`src/rtl/move_guard_ctrl.sv`:
```
module move_guard_ctrl #(
  parameter int DW     = 16,
  parameter int AW     = 4,
  parameter int NSLOT  = 2,
  parameter int NDELAY = 2
) (
  input  logic                  clk,
  input  logic                  rst_n,
  input  logic                  instr_valid,
  input  logic [NSLOT*(3+2*AW)-1:0] instr,
  input  logic [DW-1:0]         fu_result,
  input  logic                  flag_we,
  input  logic [1:0]            flag_in,
  output logic [DW-1:0]         pc,
  output logic [NSLOT-1:0]      mv_en,
  output logic [NSLOT*AW-1:0]   mv_dst,
  output logic [NSLOT*DW-1:0]   mv_data,
  output logic                  conflict
);
  localparam int SW        = 3 + 2*AW;
  localparam int NREG      = 1 << AW;
  localparam int NGPR      = NREG - 2;
  localparam int PC_ADDR   = NREG - 2;
  localparam int DISP_ADDR = NREG - 1;
  localparam int CW        = $clog2(NDELAY + 1);

  logic [DW-1:0] gpr [NGPR];
  logic [1:0]    flags;
  logic [DW-1:0] pc_q, tgt_q;
  logic [CW-1:0] cnt_q;

  logic [2:0]    sg   [NSLOT];
  logic [AW-1:0] ssrc [NSLOT];
  logic [AW-1:0] sdst [NSLOT];
  logic [DW-1:0] sdat [NSLOT];
  logic          jmp;
  logic [DW-1:0] jtgt;

  assign pc = pc_q;

  for (genvar s = 0; s < NSLOT; s++) begin : g_slot
    logic gok;
    assign sg[s]   = instr[s*SW +: 3];
    assign ssrc[s] = instr[s*SW+3 +: AW];
    assign sdst[s] = instr[s*SW+3+AW +: AW];

    always_comb begin
      case (sg[s])
        3'd0: gok = 1'b1;
        3'd1: gok = 1'b0;
        3'd2: gok = flags[0];
        3'd3: gok = flags[1];
        3'd4: gok = flags[0] & flags[1];
        3'd5: gok = flags[0] | flags[1];
        3'd6: gok = ~flags[0];
        default: gok = ~flags[1];
      endcase
    end

    assign sdat[s] = (ssrc[s] == AW'(PC_ADDR))   ? pc_q :
                     (ssrc[s] == AW'(DISP_ADDR)) ? fu_result :
                                                   gpr[ssrc[s]];

    assign mv_en[s]            = instr_valid & gok;
    assign mv_dst[s*AW +: AW]  = sdst[s];
    assign mv_data[s*DW +: DW] = sdat[s];

    AST_NEVER_GUARD: assert property (@(posedge clk) disable iff (!rst_n)
      (sg[s] == 3'd1) |-> !mv_en[s]);
  end

  always_comb begin
    conflict = 1'b0;
    for (int i = 0; i < NSLOT; i++)
      for (int j = i + 1; j < NSLOT; j++)
        if (mv_en[i] && mv_en[j] && sdst[i] == sdst[j]) conflict = 1'b1;
  end

  always_comb begin
    jmp  = 1'b0;
    jtgt = '0;
    for (int i = 0; i < NSLOT; i++) begin
      if (mv_en[i] && sdst[i] == AW'(PC_ADDR)) begin
        jmp  = 1'b1;
        jtgt = sdat[i];
      end else if (mv_en[i] && sdst[i] == AW'(DISP_ADDR)) begin
        jmp  = 1'b1;
        jtgt = pc_q + sdat[i];
      end
    end
  end

  always_ff @(posedge clk) begin
    if (!rst_n) begin
      for (int r = 0; r < NGPR; r++) gpr[r] <= '0;
    end else begin
      for (int i = 0; i < NSLOT; i++)
        if (mv_en[i] && sdst[i] < AW'(NGPR)) gpr[sdst[i]] <= sdat[i];
    end
  end

  always_ff @(posedge clk) begin
    if (!rst_n)       flags <= 2'b00;
    else if (flag_we) flags <= flag_in;
  end

  always_ff @(posedge clk) begin
    if (!rst_n) begin
      pc_q  <= '0;
      tgt_q <= '0;
      cnt_q <= '0;
    end else if (instr_valid) begin
      if (cnt_q == CW'(1)) pc_q <= tgt_q;
      else                 pc_q <= pc_q + 1'b1;
      if (cnt_q != '0) begin
        cnt_q <= cnt_q - 1'b1;
      end else if (jmp) begin
        cnt_q <= CW'(NDELAY);
        tgt_q <= jtgt;
      end
    end
  end

  AST_PC_HOLD: assert property (@(posedge clk) disable iff (!rst_n)
    !instr_valid |=> $stable(pc));
  AST_PC_LAND: assert property (@(posedge clk) disable iff (!rst_n)
    (instr_valid && cnt_q == CW'(1)) |=> pc == $past(tgt_q));
  AST_NO_REARM: assert property (@(posedge clk) disable iff (!rst_n)
    (instr_valid && cnt_q != '0) |=> cnt_q == $past(cnt_q) - 1'b1);
  AST_CONFLICT_PAIR: assert property (@(posedge clk) disable iff (!rst_n)
    conflict |-> $countones(mv_en) >= 2);
endmodule

```
`config.mk`:
```
export PLATFORM = sky130hd
export DESIGN_NAME = move_guard_ctrl
export DESIGN_NICKNAME = d
export VERILOG_FILES = /design/src/rtl/move_guard_ctrl.sv
export SDC_FILE = /design/constraint.sdc
export NUM_CORES = 1
export LEC_CHECK = 0
export ABC_AREA = 0
export BUFFER_PORTS_ARGS = -buffer_cell sky130_fd_sc_hd__buf_2
export CORE_UTILIZATION = 65
export DETAILED_ROUTE_END_ITERATION = 10
export PLACE_DENSITY_LB_ADDON = 0.1
export SYNTH_ARGS = -nofsm -noshare
export SYNTH_HDL_FRONTEND = slang
export SYNTH_SLANG_ARGS = --single-unit
```
`constraint.sdc`:
```
create_clock -name clk -period 12.05 [get_ports clk]
set_input_delay 1.205 -clock clk [delete_from_list [all_inputs] [get_ports clk]]
set_output_delay 1.205 -clock clk [all_outputs]
set_load 0.005 [all_outputs]
```
======== Word-level counts from Yosys, hierarchy flattened ========
Memories as Yosys holds them, arrays and structs flattened.
Index checks and enable logic that the tools add are counted.
storage, ports and cells
  bits of input ports ..................... 44
  memory bits (writable) .................. 224
  bits in latches ......................... 0
  bits in registers ....................... 36
  logic and storage cells ................. 87
  output and inout port bits .............. 59
  memories ................................ 1
  bits in read-only memories .............. 0
operators by class
  reductions and logical operators ........ 16
  multiplexer cells ....................... 31
  bitwise logic cells ..................... 7
  $lt $le $gt $ge ......................... 2
  shifts and indexed selects .............. 0
  eq/ne operators ......................... 22
  $add $sub $neg .......................... 4
  divide/modulo/power cells ............... 0
  multipliers ............................. 0
memory list
  name  depth  bits a word  rd ports  clocked after memory_dff  wr ports  line  text
  gpr   14     16           2         0                         14        27    logic [DW-1:0] gpr [NGPR];
operators with widths
  cell                                                                number
  16-bit 2-to-1 mux                                                   11
  16-bit adder                                                        2
  4-bit == test, second input constant                                8
  16-bit OR reduction                                                 2
  3-bit == test, second input constant                                6
  16-bit by 1-bit adder with 16-bit output, second input constant     1
  1-bit 2-to-1 mux                                                    14
  1-bit case mux with 7 select lines                                  2
  3-bit by 2-bit == test with 1-bit output, second input constant     4
  1-bit logical AND                                                   8
  4-bit < comparator, second input constant                           2
  4-bit 2-to-1 mux                                                    2
  3-bit by 1-bit == test with 1-bit output, second input constant     2
  3-bit zero test                                                     2
  4-bit == test                                                       1
  2-bit 2-to-1 mux                                                    2
  2-bit nonzero test                                                  2
  1-bit bitwise AND                                                   3
  1-bit NOT                                                           3
  3-bit AND reduction                                                 1
  2-bit by 1-bit == test with 1-bit output, second input constant     1
  2-bit AND reduction                                                 1
  2-bit by 1-bit subtractor with 2-bit output, second input constant  1
  1-bit bitwise OR                                                    1

======== Logic depth before layout (Yosys ltp) ========
Gate-level depths: netlist (run 1).
  word-level depth ........................ 10
  depth in mapped cells ................... 23
  mapped depth without buffers ............ 19

======== Least setup slack after synthesis (run 1) ========
Ideal clock, no wire load.
  path kind ............................... input -> register
  start ................................... input port instr[15]
  end ..................................... register tgt_q[15]
  data required time ...................... 11.920 ns
  setup time .............................. 0.130 ns
  stages .................................. 19
  buffers on the path ..................... 3
  data arrival time ....................... 5.093 ns
  slack ................................... 6.827 ns
  cell sequence ........................... buf_2 > buf_1 > mux4_2 > mux4_2 > o21ai_0 > nor2_1 > a21oi_2 > buf_2 > inv_1 > ha_1 > o21a_1 > o21a_1 > o221ai_1 > o221ai_1 > nand2_1 > mux2i_1 > mux2_2 > a2111oi_2 > a21oi_1
on the way
  word-level cells in the longest chain between the ends .. 6
  elaborated cells on any way between the ends .. 8
  those cells by class .................... add/sub: 1; eq/ne: 2; mux: 4; memory: 1
ends and longest elaborated chain
  element                                                   line  text
  start, declared                                           10    input logic [NSLOT*(3+2*AW)-1:0] instr,
  memory read 14 x 16 bit or 4-bit == test (tied branches)  --
  16-bit 2-to-1 mux                                         61    (ssrc[s] == AW'(DISP_ADDR)) ? fu_result :
  16-bit 2-to-1 mux (*)                                     60    assign sdat[s] = (ssrc[s] == AW'(PC_ADDR)) ? pc_q :
  named net mv_data[21]                                     17    output logic [NSLOT*DW-1:0] mv_data,
  16-bit adder (*)                                          88    jtgt = pc_q + sdat[i];
  16-bit 2-to-1 mux (*)                                     86    end else if (mv_en[i] && sdst[i] == AW'(DISP_ADDR)) begin
  16-bit 2-to-1 mux (*)                                     83    if (mv_en[i] && sdst[i] == AW'(PC_ADDR)) begin
  end signal, assigned                                      119   tgt_q <= jtgt;
  end, declared                                             29    logic [DW-1:0] pc_q, tgt_q;
Mark *: on every way through the listed nets, which the timed path passes. The rest lies on a longest branch.
A chain may end at the register's enable or synchronous reset.

======== Final worst setup path (run 1) ========
  start ................................... input port instr[14]
  end ..................................... register tgt_q[15]
on the way
  word-level cells in the longest chain between the ends .. 6
  elaborated cells on any way between the ends .. 8
  those cells by class .................... add/sub: 1; eq/ne: 2; mux: 4; memory: 1
ends and longest elaborated chain
  element                                                   line
  memory read 14 x 16 bit or 4-bit == test (tied branches)  --
  16-bit 2-to-1 mux                                         61
  16-bit 2-to-1 mux (*)                                     60
  16-bit adder                                              88
  16-bit 2-to-1 mux                                         86
  16-bit 2-to-1 mux (*)                                     83
Mark *: on every way between the ends. The rest lies on a longest branch, timed or not.

==> metrics.txt, run 1 <==
Worst setup EP type=flip-flop; CP bufs+invs=3; grt ovf=0; status=complete, no violations; Area Growth Syn to Fin=9.11%; ranking of synthesized cells by area=edfxtp_1, mux4_2, o22ai_1, dfxtp_1, ha_1; setup TNS=0 ns; RSZ-0062 raised after global routing=false; pwr dens=134 mW/mm²; final hold vios=0; Post-DP HPWL=roughly 37000 µm; Worst-Margin Slew=approximately 1.4 ns; Fill cells=1934; largest net degree at the start of global routing=69; final worst-path cycle share=53.0%; WL final=between 60000 and 70000 µm; worst skew pair latency=slightly below 0.6 ns; CTS Buffer Depth=3; top_reg_cell synth=edfxtp_1; Syn Area/Cell=between 10 and 15 µm²; area of the multi-input gates=0.00900 mm²; CTS Buf Count=30; number of antenna violations at the first check in global routing=0; Row Count=60; Root Driver=clkbuf_16; # setup viols final=0; first-pass GRT wire length=88400 µm; All-Layer GR Usage=43.2%; Reg clk slew, reported paths=0.07 ns; Internal=roughly 1900 µW; PnR Total Power=2610 µW; CP delay by family, top=compound AO/OA/AOI/OAI gates; sequential fraction of the synthesis area=44.0%; vias=between 10000 and 15000; final instance area=0.0195 mm²; crit-path cells=buf_4, buf_4, mux4_2, mux4_2, o21ai_0, nor2_1, a21oi_2, inv_1, ha_1, a21oi_1, o22ai_1, o221ai_1, o221ai_1, nand2_1, mux2i_1, mux2_2, a2111oi_2, a21oi_1; Core ar.=0.0270 mm²; Setup Skew=0.0259 ns; critical path class=in -> reg; drt pass-1 iters=6; dominant cell type by area after synthesis=edfxtp_1; Post-Syn Instances=between 1500 and 2000; share of layout cells above drive strength 1=24.7%; TritonCTS clock tree=built; Worst EP arrival=a little under 7 ns; initial DRC count=~2300; ANT nets after route=0; Routability Congestion=roughly 0.97; Residual DRC=0; Slew Limit Fails=0; Max Cap Viol=0; combinational share of power=between 15 and 20%; Register Area=0.00787 mm²; Unique masters post-synth=86; vias in the first global route=14200; switch share=27.4%; power share of the clock group=40.2%; Relative slew margins=under 10%; Psw=roughly 710 µW; hold_buf cts=0; CTS resizes=0; fin nets=1656; drt wl/cell=31.2 µm; mapped cell area=0.0179 mm²; # IOs=about 100; minimum clock period=6.38 ns; CP peak stage delay=0.73 ns; initial core utilization=66.3%; placed cell areas=between 0.015 and 0.02 mm²; Yosys reg bits=274; crit-path max FO=49; highest clock rate=~160 MHz; vias per cell=7.69; peak supply drop=about 0.15 mV; die height=roughly 170 µm; Post-CTS Setup Repair Bufs=0; die area=about 0.028 mm²; port bufs=102; clk sinks=approximately 270; Syn. warnings=0; Seq pwr share=42.0%; Pleak=0.00721 µW; Worst setup SP type=input port; ys async rst share=0%; top-area cell type share of the netlist area=between 40% and 50%; EDFF count, synth=238; Worst path slowest cell=buf_4; CP Data Required Time=between 10 and 15 ns; worst hold path class=reg -> reg; die width=168 µm; H-tree levels=1
-- per-layer routing --
layer / up-vias / track usage [%] / share of wire [%]
li1: 6178 / - / -
met1: 7118 / 55.7 / 34
met2: 1365 / 65.1 / 44
met3: 270 / 13.5 / 16
met4: 0 / 25.0 / 6.8
met5: - / 0 / 0
-- cells in the mapped netlist (13+ instances only) --
cell        n
a21oi_1    38
and3_1     15
buf_2      55
buf_4      17
buf_6      13
clkbuf_1   60
dfxtp_1    36
edfxtp_1  238
ha_1       34
inv_1      55
mux2_2     15
mux2i_1    38
mux4_2    120
nand2_1    84
nand3_1    41
nor2_1     89
nor2b_1    27
o21ai_0    76
o21ai_1    14
o22ai_1   230
xnor2_1    13
xor2_1     13
-- per-stage QoR --
stage	hold slack (ns)	instances	worst slack, ns	utilization, %
after floorplan	0.430	1555	6.83	-
final	0.471	1942	5.67	72.3
after global routing	0.508	1941	5.29	72.3
after CTS	0.471	1941	5.78	72.3
after global placement	0.452	1885	5.29	68.2
after detailed placement	0.462	1885	5.22	68.2
-- worst register-to-register path, cell delays in order (launching register included) --
cell and delay, ns:
edfxtp_1 0.41, mux4_2 0.50, mux4_2 0.45, o21ai_0 0.09
nor2_1 0.08, a21oi_2 0.72, inv_1 0.16, ha_1 0.33
a21oi_1 0.09, o22ai_1 0.25, o221ai_1 0.29, o221ai_1 0.30
nand2_1 0.15, mux2i_1 0.15, mux2_2 0.27, a2111oi_2 0.36
a21oi_1 0.10
-- cell usage in the layout, fill, tap and decap left out, types with 41 or more instances in the layout --
master	instances
edfxtp_1	238
nand2_1	84
o21ai_0	76
nand3_1	41
o22ai_1	230
nor2_1	88
mux4_2	120
buf_2	99
buf_4	44
inv_1	55
-- state kept, by name (all words and copies together), names as in the netlist --
register	cells
cnt_q	2
gpr	238
tgt_q	16
pc	16
flags	2
-- power by group through the flow --
stage | clock (µW) | sequential (µW) | combinational (µW)
global placement | 0 | 1110 | 437
finish | 1050 | 1100 | 462
CTS | 1040 | 1090 | 447
detailed placement | 0 | 1110 | 445
global route | 1080 | 1100 | 483
floorplan | 0 | 1100 | 319
-- layout make-up --
type | count | share of cell area [%]
Antenna cell | 1 | 0.0128
Clock buffer | 33 | 3.91
Clock inverter | 23 | 1.80
Inverter | 62 | 1.19
Multi-Input combinational cell | 1064 | 46.2
Sequential cell | 274 | 40.4
Tap cell | 341 | 2.19
Timing Repair Buffer | 144 | 4.34
-- path summary, 6_finish.rpt --
path / cells past startpoint / from / slack (ns) / endpoint
min reg2reg: 2 / tgt_q[14] / 0.47 / tgt_q[14]
max: 18 / instr[14] / 5.67 / tgt_q[15]
max reg2reg: 16 / gpr[11][1] / 7.25 / tgt_q[15]
min: 2 / tgt_q[14] / 0.47 / tgt_q[14]
-- kinds of logic after synthesis --
group                      Yosys count  share of synthesized area [%]
AOI/OAI and AO/OA                  490                           18.8
and+or+nand+nor                    319                           8.80
DFF                                274                           44.0
buffers and inverters              217                           5.91
muxes                              177                           18.5
adders and majority gates           38                           2.72
xor gates and xnor gates            26                           1.27
other                                1                         0.0210
Power figures use the tool's default switching activity.
==> run 2, diff against run 1 <==
--- a/config.mk
+++ b/config.mk
@@ -7,7 +7,7 @@
 export LEC_CHECK = 0
 export ABC_AREA = 0
 export BUFFER_PORTS_ARGS = -buffer_cell sky130_fd_sc_hd__buf_2
-export CORE_UTILIZATION = 65
+export CORE_UTILIZATION = 56
 export DETAILED_ROUTE_END_ITERATION = 10
 export PLACE_DENSITY_LB_ADDON = 0.1
 export SYNTH_ARGS = -nofsm -noshare
==> constraint.sdc (replaced) <==
create_clock -name clk -period 5.4 [get_ports clk]
set_input_delay 0.54 -clock clk [delete_from_list [all_inputs] [get_ports clk]]
set_output_delay 0.54 -clock clk [all_outputs]
set_load 0.005 [all_outputs]
==> run 2 against run 1 <==
- global-route usage down 4.1 points
- worst setup slack worse by 4.9 ns
- die area up 16%
- non-clock buffer count up 52
- sequential cell count unchanged
- critical path depth down 1
- sequential power up 120%
- clock power up 100%
- combinational power up 140%
- clock-buffer cell count up 4
- routed wire length up 5.2%
- via count up 1.4%
- largest cell class unchanged
==> metrics.txt, run 2 (same netlist as run 1, synthesis figures left out) <==
CTS Buffer Depth=3 (unchanged); power share of the clock group=37.7% (was 40.2%); die area=0.0326 mm² (was 0.0281 mm²); minimum clock period=4.65 ns; Pleak=0.00741 µW (was 0.00721 µW); initial DRC count=2459 (was 2347); worst skew pair latency=0.58 ns (about the same); pwr dens=286 mW/mm² (was 134 mW/mm²); PnR Total Power=5680 µW (was 2610 µW); CTS Buf Count=31 (was 30); Setup WS pre-CTS=0.314 ns (was 5.22 ns); drt pass-1 iters=5 (was 6); port bufs=102 (unchanged); vias in the first global route=14400 (was 14200); drt wl/cell=31.0 µm (was 31.2 µm); Min-Delay Path Depth=3 (was 2); Residual DRC=0 (unchanged); CP Data Required Time=5.86 ns (was 12.51 ns); final worst-path cycle share=a little under nine tenths; peak supply drop=0.257 mV (was 0.153 mV); All-Layer GR Usage=39.1% (was 43.2%); Max Cap Viol=0 (unchanged); crit path from=instr[14] (unchanged); commonest non-fill, non-tap cell in the layout=edfxtp_1 (unchanged); WL final=63800 µm (was 60600 µm); Worst setup EP type=flip-flop (unchanged); Area Growth Syn to Fin=11.2% (was 9.11%); fin nets=1709 (was 1656); Routability Congestion=0.977 (was 0.972); status=complete, no violations (unchanged); Reg clk slew, reported paths=0.06 ns (was 0.07 ns); combinational share of power=19.3% (was 17.7%); Row Count=65 (was 60); hold path endpoint=flags[0] (was tgt_q[14]); setup TNS=0 ns (unchanged); max FFs per register=238 (unchanged); # IOs=103 (unchanged); Largest Register=gpr (unchanged); Worst-Margin Slew=1.00 ns (was 1.38 ns); endpoint of the worst register-to-register path=tgt_q[15] (unchanged); Internal=4050 µW (was 1890 µW); vias=15100 (was 14900); highest clock rate=215 MHz; diode count=0 (was 1); # setup viols final=0 (unchanged); largest net degree at the start of global routing=46 (was 69); CTS resizes=0 (unchanged); Worst Reg-to-Reg Cells=16 (unchanged); first-pass GRT wire length=93000 µm (was 88400 µm); RSZ-0062 raised after global routing=false (unchanged); worst hold path class=in -> reg (was reg -> reg); H-tree levels=1 (unchanged); clk sinks=274 (unchanged); post-layout util=63.1% (was 72.3%); Slew Limit Fails=0 (unchanged); Hold Path Origin=flag_in[0] (was tgt_q[14]); switch share=28.7% (was 27.4%); vias per cell=7.37 (was 7.69); Psw=1630 µW (was 714 µW); final instance area=0.0199 mm² (was 0.0195 mm²); share of layout cells above drive strength 1=26.8% (was 24.7%); hold_buf cts=0 (unchanged); placed cell areas=0.0189 mm² (was 0.0184 mm²); commonest non-fill, non-tap cells in the layout=edfxtp_1, o22ai_1, mux4_2, buf_2, buf_4 (was edfxtp_1, o22ai_1, mux4_2, buf_2, nor2_1); crit-path max FO=30 (was 49); Root Driver=clkbuf_16 (unchanged); Setup Skew=0.0146 ns (was 0.0259 ns); die height=181 µm (was 168 µm); Post-CTS Setup Repair Bufs=0 (unchanged); TritonCTS clock tree=built (unchanged); Seq pwr share=43.0% (was 42.0%); critical path class=in -> reg (unchanged); Worst EP arrival=5.11 ns (was 6.84 ns); grt ovf=0 (unchanged); final hold vios=0 (unchanged); Worst setup SP type=input port (unchanged); RR Startpoint=gpr[11][1] (unchanged); ANT nets after route=0 (unchanged); initial core utilization=56.8% (was 66.3%); Core ar.=0.0315 mm² (was 0.0270 mm²); die width=181 µm (was 168 µm); Relative slew margins=33.0% (was 7.90%); flop2flop setup slack=0.97 ns (was 7.25 ns); number of antenna violations at the first check in global routing=0 (unchanged); Post-DP HPWL=42000 µm (was 36700 µm); worst setup margin=0.747 ns (was 5.67 ns)
## run 2: area by class of cell
class	count	area, µm²
Clock buffer	37	798
Fill cell	2522	11600
Timing Repair Buffer	196	1250
Clock inverter	20	209
Inverter	62	233
Sequential cell	274	7870
Multi-Input combinational cell	1064	9000
Tap cell	402	503
## run 2: stage by stage
| step | hold WS (ns) | std cells |
|---|---|---|
| after floorplan | 0.430 | 1555 |
| after global placement | 0.465 | 1998 |
| after detailed placement | 0.472 | 1998 |
| after CTS | 0.218 | 2055 |
| after global routing | 0.255 | 2055 |
| final | 0.218 | 2055 |
## run 2: routing by layer
metal,vias up,track usage [%],part of all wire [%]
met2,1220,59.4,44
met1,7399,53.6,36
met3,224,7.84,14
met5,-,0,0
met4,0,19.8,5.6
li1,6299,-,-
## run 2: worst max-delay path: stages
cell       delay [ns]
buf_4            0.46
mux4_2           0.59
mux4_2           0.50
o21ai_0          0.19
nor2_1           0.09
a21oi_2          0.23
inv_1            0.09
ha_1             0.28
a21oi_1          0.28
o22ai_1          0.20
o221ai_1         0.42
o221ai_1         0.19
nand2_1          0.14
mux2i_1          0.08
mux2_2           0.27
a2111oi_2        0.37
a21oi_1          0.11
## run 2: worst max path at each step
stage,endpoint,cells after the start
CTS,tgt_q[15],17
global route,tgt_q[15],17
floorplan,tgt_q[15],19
detailed placement,tgt_q[15],17
finish,tgt_q[15],17
global placement,tgt_q[15],17
## run 2: power by group through the flow
stage	logic (µW)	registers (µW)	clock network, µW
2_1_floorplan	711	2460	0
3_3_place_gp	1060	2480	0
3_5_place_dp	1070	2490	0
4_1_cts	1070	2440	2130
5_1_grt	1150	2450	2220
6_report	1100	2440	2140
==> run 3, diff against run 2 <==
--- a/config.mk
+++ b/config.mk
@@ -10,6 +10,7 @@
 export CORE_UTILIZATION = 56
 export DETAILED_ROUTE_END_ITERATION = 10
 export PLACE_DENSITY_LB_ADDON = 0.1
+export RECOVER_POWER = 100
 export SYNTH_ARGS = -nofsm -noshare
 export SYNTH_HDL_FRONTEND = slang
 export SYNTH_SLANG_ARGS = --single-unit
==> run 3 against run 2 <==
- the flow now finishes with violations (capacitance limit, slew limit)
- final area decreased by 1.8%
- sequential share of layout area increased by 0.74 points
- die area unchanged
- sequential cell count unchanged
- critical path type is now reg -> reg
==> metrics.txt, run 3 (same netlist as run 1, synthesis figures left out) <==
Hold Path Origin=flag_in[0] (unchanged); peak supply drop=0.257 mV (about the same); Slew Limit Fails=271 (was 0); worst hold path class=in -> reg (unchanged); PnR Total Power=5650 µW (was 5680 µW); commonest non-fill, non-tap cells in the layout=edfxtp_1, o22ai_1, mux4_2, nand2_1, nor2_1 (was edfxtp_1, o22ai_1, mux4_2, buf_2, buf_4); ANT nets after route=0 (unchanged); vias per cell=7.41 (was 7.37); Post-DP HPWL=42000 µm (unchanged); combinational share of power=18.9% (was 19.3%); final worst-path cycle share=91.5% (was 86.2%); CP delay by family, top=buffers and inverters (was compound AO/OA/AOI/OAI gates); Seq pwr share=43.3% (was 43.0%); status=complete, but fails checks (was complete, no violations); CTS Buf Count=31 (unchanged); Row Count=65 (unchanged); Relative slew margins=-23.6% (was 33.0%); Pleak=0.00718 µW (was 0.00741 µW); Post-CTS Setup Repair Bufs=0 (unchanged); die height=181 µm (unchanged); largest net degree at the start of global routing=46 (unchanged); initial DRC count=2329 (was 2459); Worst path slowest cell=clkbuf_1 (was mux4_2); Hold Worst Slack=0.218 ns (about the same); first-pass GRT wire length=93000 µm (unchanged); Area Growth Syn to Fin=9.15% (was 11.2%); share of layout cells above drive strength 1=21.2% (was 26.8%); vias=15200 (was 15100); Largest Register=gpr (unchanged); vias in the first global route=14400 (unchanged); crit-path max FO=18 (was 30); Psw=1620 µW (was 1630 µW); Reg clk slew, reported paths=0.06 ns (about the same); setup TNS=0 ns (unchanged); WL final=64100 µm (was 63800 µm); die area=0.0326 mm² (unchanged); # setup viols final=0 (unchanged); Setup Skew=0.00979 ns (was 0.0146 ns); hold_buf cts=0 (unchanged); die width=181 µm (unchanged); Max Cap Viol=15 (was 0); Core ar.=0.0315 mm² (unchanged); endpoint of the worst register-to-register path=gpr[11][5] (was tgt_q[15]); H-tree levels=1 (unchanged); switch share=28.7% (about the same); All-Layer GR Usage=39.1% (unchanged); crit-path cells=nor2_1, a221oi_1, a21o_1, and2_0, nand2_1, nor3b_1, nand3_2, clkbuf_1, nand3_1, clkbuf_1, o22ai_1 (was buf_4, mux4_2, mux4_2, o21ai_0, nor2_1, a21oi_2, inv_1, ha_1, a21oi_1, o22ai_1, o221ai_1, o221ai_1, nand2_1, mux2i_1, mux2_2, a2111oi_2, a21oi_1); CP peak stage delay=1.07 ns (was 0.59 ns); Worst setup SP type=flip-flop (was input port); post-layout util=61.9% (was 63.1%); hold path endpoint=flags[0] (unchanged); highest clock rate=202 MHz (was 215 MHz); fin nets=1709 (unchanged); diode count=0 (unchanged); Routability Congestion=0.977 (unchanged); initial core utilization=56.8% (unchanged); CP bufs+invs=2 (unchanged); Worst setup EP type=flip-flop (unchanged); commonest non-fill, non-tap cell in the layout=edfxtp_1 (unchanged); CP Data Required Time=5.66 ns (was 5.86 ns); Worst Reg-to-Reg Cells=11 (was 16); Root Driver=clkbuf_16 (unchanged); # IOs=103 (unchanged); TritonCTS clock tree=built (unchanged); power share of the clock group=37.8% (was 37.7%); Residual DRC=0 (unchanged); Worst-Margin Slew=1.85 ns (was 1.00 ns); minimum clock period=4.94 ns (was 4.65 ns); drt pass-1 iters=6 (was 5); drt wl/cell=31.2 µm (was 31.0 µm); grt ovf=0 (unchanged); Worst EP arrival=5.20 ns (was 5.11 ns); port bufs=102 (unchanged); flop2flop setup slack=0.46 ns (was 0.97 ns); clk sinks=274 (unchanged); final hold vios=0 (unchanged); most used cell, CP=clkbuf_1; Internal=4030 µW (was 4050 µW); RR Startpoint=flags[0] (was gpr[11][1]); CTS Buffer Depth=3 (unchanged); worst skew pair latency=0.58 ns (about the same); number of antenna violations at the first check in global routing=0 (unchanged); violations in the final reports=capacitance limit, slew limit; CTS resizes=0 (unchanged); RSZ-0062 raised after global routing=false (unchanged); max FFs per register=238 (unchanged); Min-Delay Path Depth=3 (unchanged); pwr dens=290 mW/mm² (was 286 mW/mm²); critical path class=reg -> reg (was in -> reg)
run 3: cell types whose count changed in the layout (fill, tap and decap cells not counted), moves of 8 or more:
cell | previous run | this run
buf_4 | 95 | 57
nand3_2 | 10 | 2
buf_2 | 99 | 83
nand3_1 | 41 | 49
o21ai_0 | 76 | 86
a21oi_1 | 38 | 47
clkbuf_1 | 6 | 59
run 3: worst register-to-register path: stages, from the launching register on:
cell	delay [ns]
dfxtp_1	0.45
nor2_1	0.08
a221oi_1	0.30
a21o_1	0.17
and2_0	0.21
nand2_1	0.14
nor3b_1	0.62
nand3_2	0.11
clkbuf_1	0.72
nand3_1	0.50
clkbuf_1	1.07
o22ai_1	0.25
run 3: power by group through the flow:
| stage | Combinational, µW | Sequential [µW] | Clock [µW] |
|---|---|---|---|
| global route | 1110 | 2450 | 2220 |
| global placement | 1060 | 2480 | 0 |
| finish | 1070 | 2450 | 2140 |
| floorplan | 711 | 2460 | 0 |
| detailed placement | 1070 | 2490 | 0 |
| CTS | 1070 | 2440 | 2130 |
run 3: layer usage:
metal	GRT usage (%)	share of wire (%)
met1	53.6	36
met2	59.4	44
met3	7.84	14
met4	19.8	6.0
met5	0	0
run 3: how the worst max path moves through the flow:
| stage | cells past startpoint | from | slack, ns | to |
|---|---|---|---|---|
| 6_report | 11 | flags[0] | 0.46 | gpr[11][5] |
| 3_5_place_dp | 17 | instr[14] | 0.31 | tgt_q[15] |
| 5_1_grt | 19 | instr[3] | 0.32 | tgt_q[14] |
| 4_1_cts | 17 | instr[14] | 0.91 | tgt_q[15] |
| 2_1_floorplan | 19 | instr[15] | 0.84 | tgt_q[15] |
| 3_3_place_gp | 17 | instr[14] | 0.41 | tgt_q[15] |
run 3: final cells by class:
| type | count | area (µm²) |
|---|---|---|
| fillers | 2606 | 12000 |
| flip-flops and latches | 274 | 7870 |
| well taps | 402 | 503 |
| clock buffers | 37 | 798 |
| multi-input cells | 1064 | 8800 |
| inverters | 62 | 233 |
| repair buffers | 196 | 1090 |
| clock inverters | 20 | 209 |
run 3: stage by stage:
step | area (µm²) | std cells | setup slack [ns]
floorplan | 17900 | 1555 | 0.842
global placement | 18900 | 1998 | 0.413
detailed placement | 18900 | 1998 | 0.314
CTS | 19900 | 2055 | 0.906
global route | 19500 | 2055 | 0.321
finish | 19500 | 2055 | 0.461
